<file path="src/rtl/tc_pkg.sv">
package tc_pkg;

    localparam int CNT_W  = 16;
    localparam int DIGITS = CNT_W / 4;

    typedef enum logic [2:0] {
        M_TERM     = 3'd0,
        M_ONESHOT  = 3'd1,
        M_RATE     = 3'd2,
        M_SQUARE   = 3'd3,
        M_SWSTROBE = 3'd4,
        M_HWSTROBE = 3'd5
    } tmode_e;

    typedef struct packed {
        tmode_e             mode;
        logic               bcd;
        logic [CNT_W-1:0]   reload;
    } cfg_t;

    // Codes 6 and 7 fold onto the rate and square modes.
    function automatic tmode_e decode_mode(input logic [2:0] code);
        case (code)
            3'd6:    return M_RATE;
            3'd7:    return M_SQUARE;
            default: return tmode_e'(code);
        endcase
    endfunction

    // One count step, binary wrap or per-digit decimal borrow.
    function automatic logic [CNT_W-1:0] count_dec(input logic [CNT_W-1:0] v,
                                                    input logic bcd);
        logic [CNT_W-1:0] r;
        logic             borrow;
        r      = v;
        borrow = 1'b1;
        if (!bcd) begin
            r = v - CNT_W'(1);
        end else begin
            for (int d = 0; d < DIGITS; d++) begin
                if (borrow) begin
                    if (v[d*4 +: 4] == 4'd0) begin
                        r[d*4 +: 4] = 4'd9;
                    end else begin
                        r[d*4 +: 4] = v[d*4 +: 4] - 4'd1;
                        borrow      = 1'b0;
                    end
                end
            end
        end
        return r;
    endfunction

    function automatic logic digits_ok(input logic [CNT_W-1:0] v);
        for (int d = 0; d < DIGITS; d++) begin
            if (v[d*4 +: 4] > 4'd9) return 1'b0;
        end
        return 1'b1;
    endfunction

endpackage

</file>
<file path="src/rtl/tc_cfg.sv">
module tc_cfg
    import tc_pkg::*;
(
    input  logic             clk,
    input  logic             rst,
    input  logic             load,
    input  tmode_e           ld_mode,
    input  logic             ld_bcd,
    input  logic [CNT_W-1:0] ld_val,
    output cfg_t             cfg_q
);

    always_ff @(posedge clk) begin
        if (rst) begin
            cfg_q <= '{mode: M_TERM, bcd: 1'b0, reload: '0};
        end else if (load) begin
            cfg_q <= '{mode: ld_mode, bcd: ld_bcd, reload: ld_val};
        end
    end

endmodule

</file>
<file path="src/rtl/tc_trigger.sv">
module tc_trigger (
    input  logic clk,
    input  logic rst,
    input  logic tick,
    input  logic gate,
    output logic trig
);

    logic gate_q;

    always_ff @(posedge clk) begin
        if (rst) begin
            gate_q <= 1'b0;
        end else if (tick) begin
            gate_q <= gate;
        end
    end

    assign trig = tick && gate && !gate_q;

endmodule

</file>
<file path="src/rtl/tc_core.sv">
module tc_core
    import tc_pkg::*;
(
    input  logic             clk,
    input  logic             rst,
    input  logic             tick,
    input  logic             gate,
    input  logic             trig,
    input  logic             load,
    input  tmode_e           ld_mode,
    input  logic [CNT_W-1:0] ld_val,
    input  cfg_t             cfg,
    output logic             loaded,
    output logic             out_q,
    output logic [CNT_W-1:0] cnt
);

    localparam logic [CNT_W-1:0] ONE = CNT_W'(1);
    localparam logic [CNT_W-1:0] TWO = CNT_W'(2);

    logic             live;
    logic [CNT_W-1:0] dec1;
    logic [CNT_W-1:0] dec2;
    logic [CNT_W-1:0] reload_even;

    always_comb begin
        dec1        = count_dec(cnt, cfg.bcd);
        dec2        = count_dec(dec1, cfg.bcd);
        reload_even = cfg.reload & ~ONE;
    end

    always_ff @(posedge clk) begin
        if (rst) begin
            cnt    <= '0;
            out_q  <= 1'b1;
            live   <= 1'b0;
            loaded <= 1'b0;
        end else if (load) begin
            cnt    <= ld_val;
            loaded <= 1'b1;
            live   <= !(ld_mode == M_ONESHOT || ld_mode == M_HWSTROBE);
            out_q  <= (ld_mode != M_TERM);
        end else if (loaded) begin
            case (cfg.mode)
                M_TERM: begin
                    if (tick && gate && live) begin
                        cnt <= dec1;
                        if (cnt == ONE) begin
                            out_q <= 1'b1;
                            live  <= 1'b0;
                        end
                    end
                end
                M_ONESHOT: begin
                    if (tick) begin
                        if (trig) begin
                            cnt   <= cfg.reload;
                            out_q <= 1'b0;
                            live  <= 1'b1;
                        end else if (live) begin
                            cnt <= dec1;
                            if (cnt == ONE) begin
                                out_q <= 1'b1;
                                live  <= 1'b0;
                            end
                        end
                    end
                end
                M_HWSTROBE: begin
                    if (tick) begin
                        out_q <= 1'b1;
                        if (trig) begin
                            cnt  <= cfg.reload;
                            live <= 1'b1;
                        end else if (live) begin
                            cnt <= dec1;
                            if (cnt == ONE) begin
                                out_q <= 1'b0;
                                live  <= 1'b0;
                            end
                        end
                    end
                end
                M_SWSTROBE: begin
                    if (tick) begin
                        out_q <= 1'b1;
                        if (gate && live) begin
                            cnt <= dec1;
                            if (cnt == ONE) begin
                                out_q <= 1'b0;
                                live  <= 1'b0;
                            end
                        end
                    end
                end
                M_RATE: begin
                    if (!gate) begin
                        out_q <= 1'b1;
                        cnt   <= cfg.reload;
                    end else if (tick) begin
                        if (cnt == ONE) begin
                            cnt   <= cfg.reload;
                            out_q <= 1'b0;
                        end else begin
                            cnt   <= dec1;
                            out_q <= 1'b1;
                        end
                    end
                end
                M_SQUARE: begin
                    if (!gate) begin
                        out_q <= 1'b1;
                        cnt   <= cfg.reload;
                    end else if (tick) begin
                        if (cnt == TWO) begin
                            out_q <= !out_q;
                            cnt   <= out_q ? reload_even : cfg.reload;
                        end else if (out_q && cnt[0]) begin
                            cnt <= dec1;
                        end else begin
                            cnt <= dec2;
                        end
                    end
                end
                default: ;
            endcase
        end
    end

endmodule

</file>
<file path="src/rtl/timer_channel.sv">
module timer_channel
    import tc_pkg::*;
(
    input  logic             clk,
    input  logic             rst,
    input  logic             tick,
    input  logic             gate,
    input  logic             load,
    input  logic [3:0]       load_cfg,
    input  logic [CNT_W-1:0] load_val,
    output logic             out,
    output logic [CNT_W-1:0] count
);

    tmode_e ld_mode;
    cfg_t   cfg_q;
    logic   trig;
    logic   loaded;

    assign ld_mode = decode_mode(load_cfg[3:1]);

    tc_cfg u_cfg (
        .clk     (clk),
        .rst     (rst),
        .load    (load),
        .ld_mode (ld_mode),
        .ld_bcd  (load_cfg[0]),
        .ld_val  (load_val),
        .cfg_q   (cfg_q)
    );

    tc_trigger u_trig (
        .clk  (clk),
        .rst  (rst),
        .tick (tick),
        .gate (gate),
        .trig (trig)
    );

    tc_core u_core (
        .clk     (clk),
        .rst     (rst),
        .tick    (tick),
        .gate    (gate),
        .trig    (trig),
        .load    (load),
        .ld_mode (ld_mode),
        .ld_val  (load_val),
        .cfg     (cfg_q),
        .loaded  (loaded),
        .out_q   (out),
        .cnt     (count)
    );

endmodule

</file>
<file path="config.mk">
export PLATFORM = sky130hd
export DESIGN_NAME = timer_channel
export DESIGN_NICKNAME = d
export VERILOG_FILES = /design/src/rtl/tc_pkg.sv /design/src/rtl/tc_cfg.sv /design/src/rtl/tc_trigger.sv /design/src/rtl/tc_core.sv /design/src/rtl/timer_channel.sv
export SDC_FILE = /design/constraint.sdc
export NUM_CORES = 1
export LEC_CHECK = 0
export CORE_MARGIN = 1.5
export CORE_UTILIZATION = 25
export CTS_CLUSTER_SIZE = 30
export DETAILED_ROUTE_END_ITERATION = 7
export GPL_ROUTABILITY_DRIVEN = 0
export PLACE_DENSITY_LB_ADDON = 0.05
export SLEW_MARGIN = 10
export SYNTH_ARGS = -nofsm -noshare
export SYNTH_HDL_FRONTEND = slang
export SYNTH_HIERARCHICAL = 1
export SYNTH_SLANG_ARGS = --single-unit
</file>
<file path="constraint.sdc">
create_clock -name clk -period 4.2 [get_ports clk]
set_clock_uncertainty 0.2 [all_clocks]
set_input_delay 1.05 -clock clk [delete_from_list [all_inputs] [get_ports clk]]
set_output_delay 1.05 -clock clk [all_outputs]
set_load 0.02 [all_outputs]
</file>
==> impl_metrics.toml <==
[logic_synthesis]
synthTopCellsByCount = "nor2_1 (66), nand2_1 (41), dfxtp_1 (40), a21oi_1 (36), o21ai_0 (31)"
synth.area.top_cells = "dfxtp_1 (22%), mux2i_1 (8.1%), nor2_1 (6.7%)"
ys_types = 75
synthFlopType = "dfxtp_1"
ys_seq_area_share_pct = 21.7
ys_seq_elements = 40
syn-mean-instance-area_um2 = 7.43
syn_nets = 526
synth_top_cell_by_area = "dfxtp_1"
syn-cell-area_um2 = 3680
yosysTopAreaCellShare_pct = 21.7
synth_edf_count = 0
yosysWarnings = 6
yosysMostFrequentCell = "nor2_1"
synth-async-reset-ratio_pct = 0
netlist_instances = 496

[pwr]
seqPwrFrac_pct = 29.7
ir_drop_v = 0.000146
switching_share_pct = 38.9
intPower_mw = 0.937
finalPower_mw = 1.54
p_comb_share_pct = 40.6
p_sw_mw = 0.598
leakagePower_nw = 1.62
power_density_nw_per_um2 = 344
p_clk_share_pct = 29.6

[final_layout]
insertedDiodeCount = 0
final_cells = 713
post-route-util_pct = 30.9
nets = 558
drive_gt1_share_pct = 10.8
area_delta_synth_final_pct = 21.2
fill_cells = 1588

[critical_path]
worstPathMaxFanout = 7
cp-start-kind = "register"
rrSetupSlack_ps = 320
worstRegToRegCells = 14
worst_ep_arrival_time_ps = 3840
crit_end = "u_core/cnt[14]$_SDFFE_PP0P_"
endpoint_kind = "register"
cp_data_required_time_ps = 4160
r2r_start = "u_core/cnt[0]$_SDFFE_PP0P_"
r2r_end = "u_core/cnt[14]$_SDFFE_PP0P_"
path_class = "reg -> reg"
crit_start = "u_core/cnt[0]$_SDFFE_PP0P_"

[sta]
finalCritPeriodShare_pct = 92.4
hold_viol = 0
finalSetupViolCount = 0
fin_tns_setup_ps = 0
slew_violations = 0
slew_headroom_pct = 25.2
min_period_ps = 3880
fmax_mhz = 258
rsz0062_at_grt = "false"
tightestPinTransition_ps = 1120
hold_slack_ps = 295

[placement]
dp.cells = 705
hpwl_um = 10800
port_buffers = 41

[cts]
path_clk_slew_ps = 70
cts_made_buffers = 5
cts_buffer_depth = 2
cts_resized = 0
htree_levels = 2
cts-root-buf = "clkbuf_16"
post_cts_buffers = 0
clk_latency_ps = 300
cts_tree = "done"
hold_buffers = 0
cts.sinks = 40

[floorplanning]
die_h_um = 124
ios = 42
core.rowCount = 44
dieArea_um2 = 15500
core_area_um2 = 14500
start_util_pct = 25.4
die_w_um = 124

[global_routing]
gr-usage-all-layers_pct = 19.0
antenna_found_initial = 0
gr-total-overflow = 0
grt_max_degree = 36
first_global_vias = 3798
grt_pass1_wl_um = 23000

[drt]
first_pass_iters = 5
vias = 4017
drc = 0
viasPerCell = 5.63
drt_iter0_markers = 347
drtAntennaViolNets = 0
wl_um = 14800
wl_per_cell_um = 20.7

[outcome]
status = "completed"

[flow_run]
cap_viol_max_count = 0

[hold_path]
hp-class = "reg -> reg"
[sequential cells by signal (all words and copies together), names as in the netlist]
| name | count |
|---|---|
| u_core/out_q | 1 |
| u_core/live | 1 |
| u_core/cnt | 16 |
| u_core/loaded | 1 |
| u_cfg/cfg_q | 20 |
| u_trig/gate_q | 1 |
[layout make-up]
type	instances	area, um^2	share of cell area (%)
clock buffer	5	125	2.80
timing repair buffer	64	578	12.9
inverter	15	56.3	1.26
sequential	40	801	17.9
multi-input combinational	402	2630	59.0
tap	184	230	5.15
clock inverter	3	42.5	0.952
[critical path: stages (launching register included)]
cell      delay [ps]
dfxtp_1          310
inv_1            120
ha_1             190
nand2_1           80
nor2_1           210
or2_2            200
ha_1             200
or3b_1           350
o31ai_1          330
or3b_1           520
and4b_1          410
nand2_1           70
and3_1           180
o311ai_1         280
a221oi_2          90
[power groups by stage]
stage,Combinational [mW],Clock (mW),Sequential (mW)
global placement,0.622,0,0.466
CTS,0.620,0.477,0.457
global route,0.679,0.483,0.461
detailed placement,0.617,0,0.465
finish,0.624,0.455,0.457
floorplan,0.416,0,0.458
[through the flow]
step           cell area (um^2)  setup slack (ps)
4_1_cts                    4470               328
3_3_place_gp               4300               248
2_1_floorplan              3680               172
3_5_place_dp               4300               250
5_1_grt                    4470              35.6
6_report                   4470               317
[cells by family after synthesis]
kind of cell	synth area share [%]
flip-flops	21.7
XOR/XNOR	3.33
multiplexers	9.68
buffers and inverters	6.79
AND/OR/NAND/NOR	25.1
AO/OA/AOI/OAI	31.6
adder cells (fa/ha/maj)	1.70
[cell usage in the layout, fill, tap and decap left out, types with 6 or more instances in the layout]
cell,n
nor2_1,66
nand2_1,41
clkdlybuf4s50_1,40
dfxtp_1,40
a21oi_1,36
o21ai_0,31
mux2i_1,30
buf_4,23
inv_1,14
nor3_1,14
o211ai_1,13
xnor2_1,11
a211oi_1,10
nand3_1,9
nor4_1,8
a221oi_1,7
nand4_1,6
a31oi_1,6
a22oi_1,6
[routing by layer]
metal	up-vias	share of wire [%]	GRT usage [%]
li1	1919	-	-
met1	1961	48	26.3
met2	122	46	30.9
met3	15	4.8	2.71
met4	0	1.7	4.94
met5	-	0	0
[worst min-delay path by stage]
stage / startpoint / slack, ps / depth (start not counted) / to
2_1_floorplan: u_core/loaded$_SDFFE_PP0P_ / 250 / 2 / u_core/loaded$_SDFFE_PP0P_
3_3_place_gp: u_trig/gate_q$_SDFFE_PP0P_ / 280 / 2 / u_trig/gate_q$_SDFFE_PP0P_
3_5_place_dp: u_cfg/cfg_q[9]$_SDFFE_PP0P_ / 290 / 2 / u_cfg/cfg_q[9]$_SDFFE_PP0P_
4_1_cts: u_trig/gate_q$_SDFFE_PP0P_ / 300 / 2 / u_trig/gate_q$_SDFFE_PP0P_
5_1_grt: u_cfg/cfg_q[1]$_SDFFE_PP0P_ / 330 / 2 / u_cfg/cfg_q[1]$_SDFFE_PP0P_
6_report: u_trig/gate_q$_SDFFE_PP0P_ / 290 / 2 / u_trig/gate_q$_SDFFE_PP0P_
No activity file was read; power rests on OpenSTA's default activity.
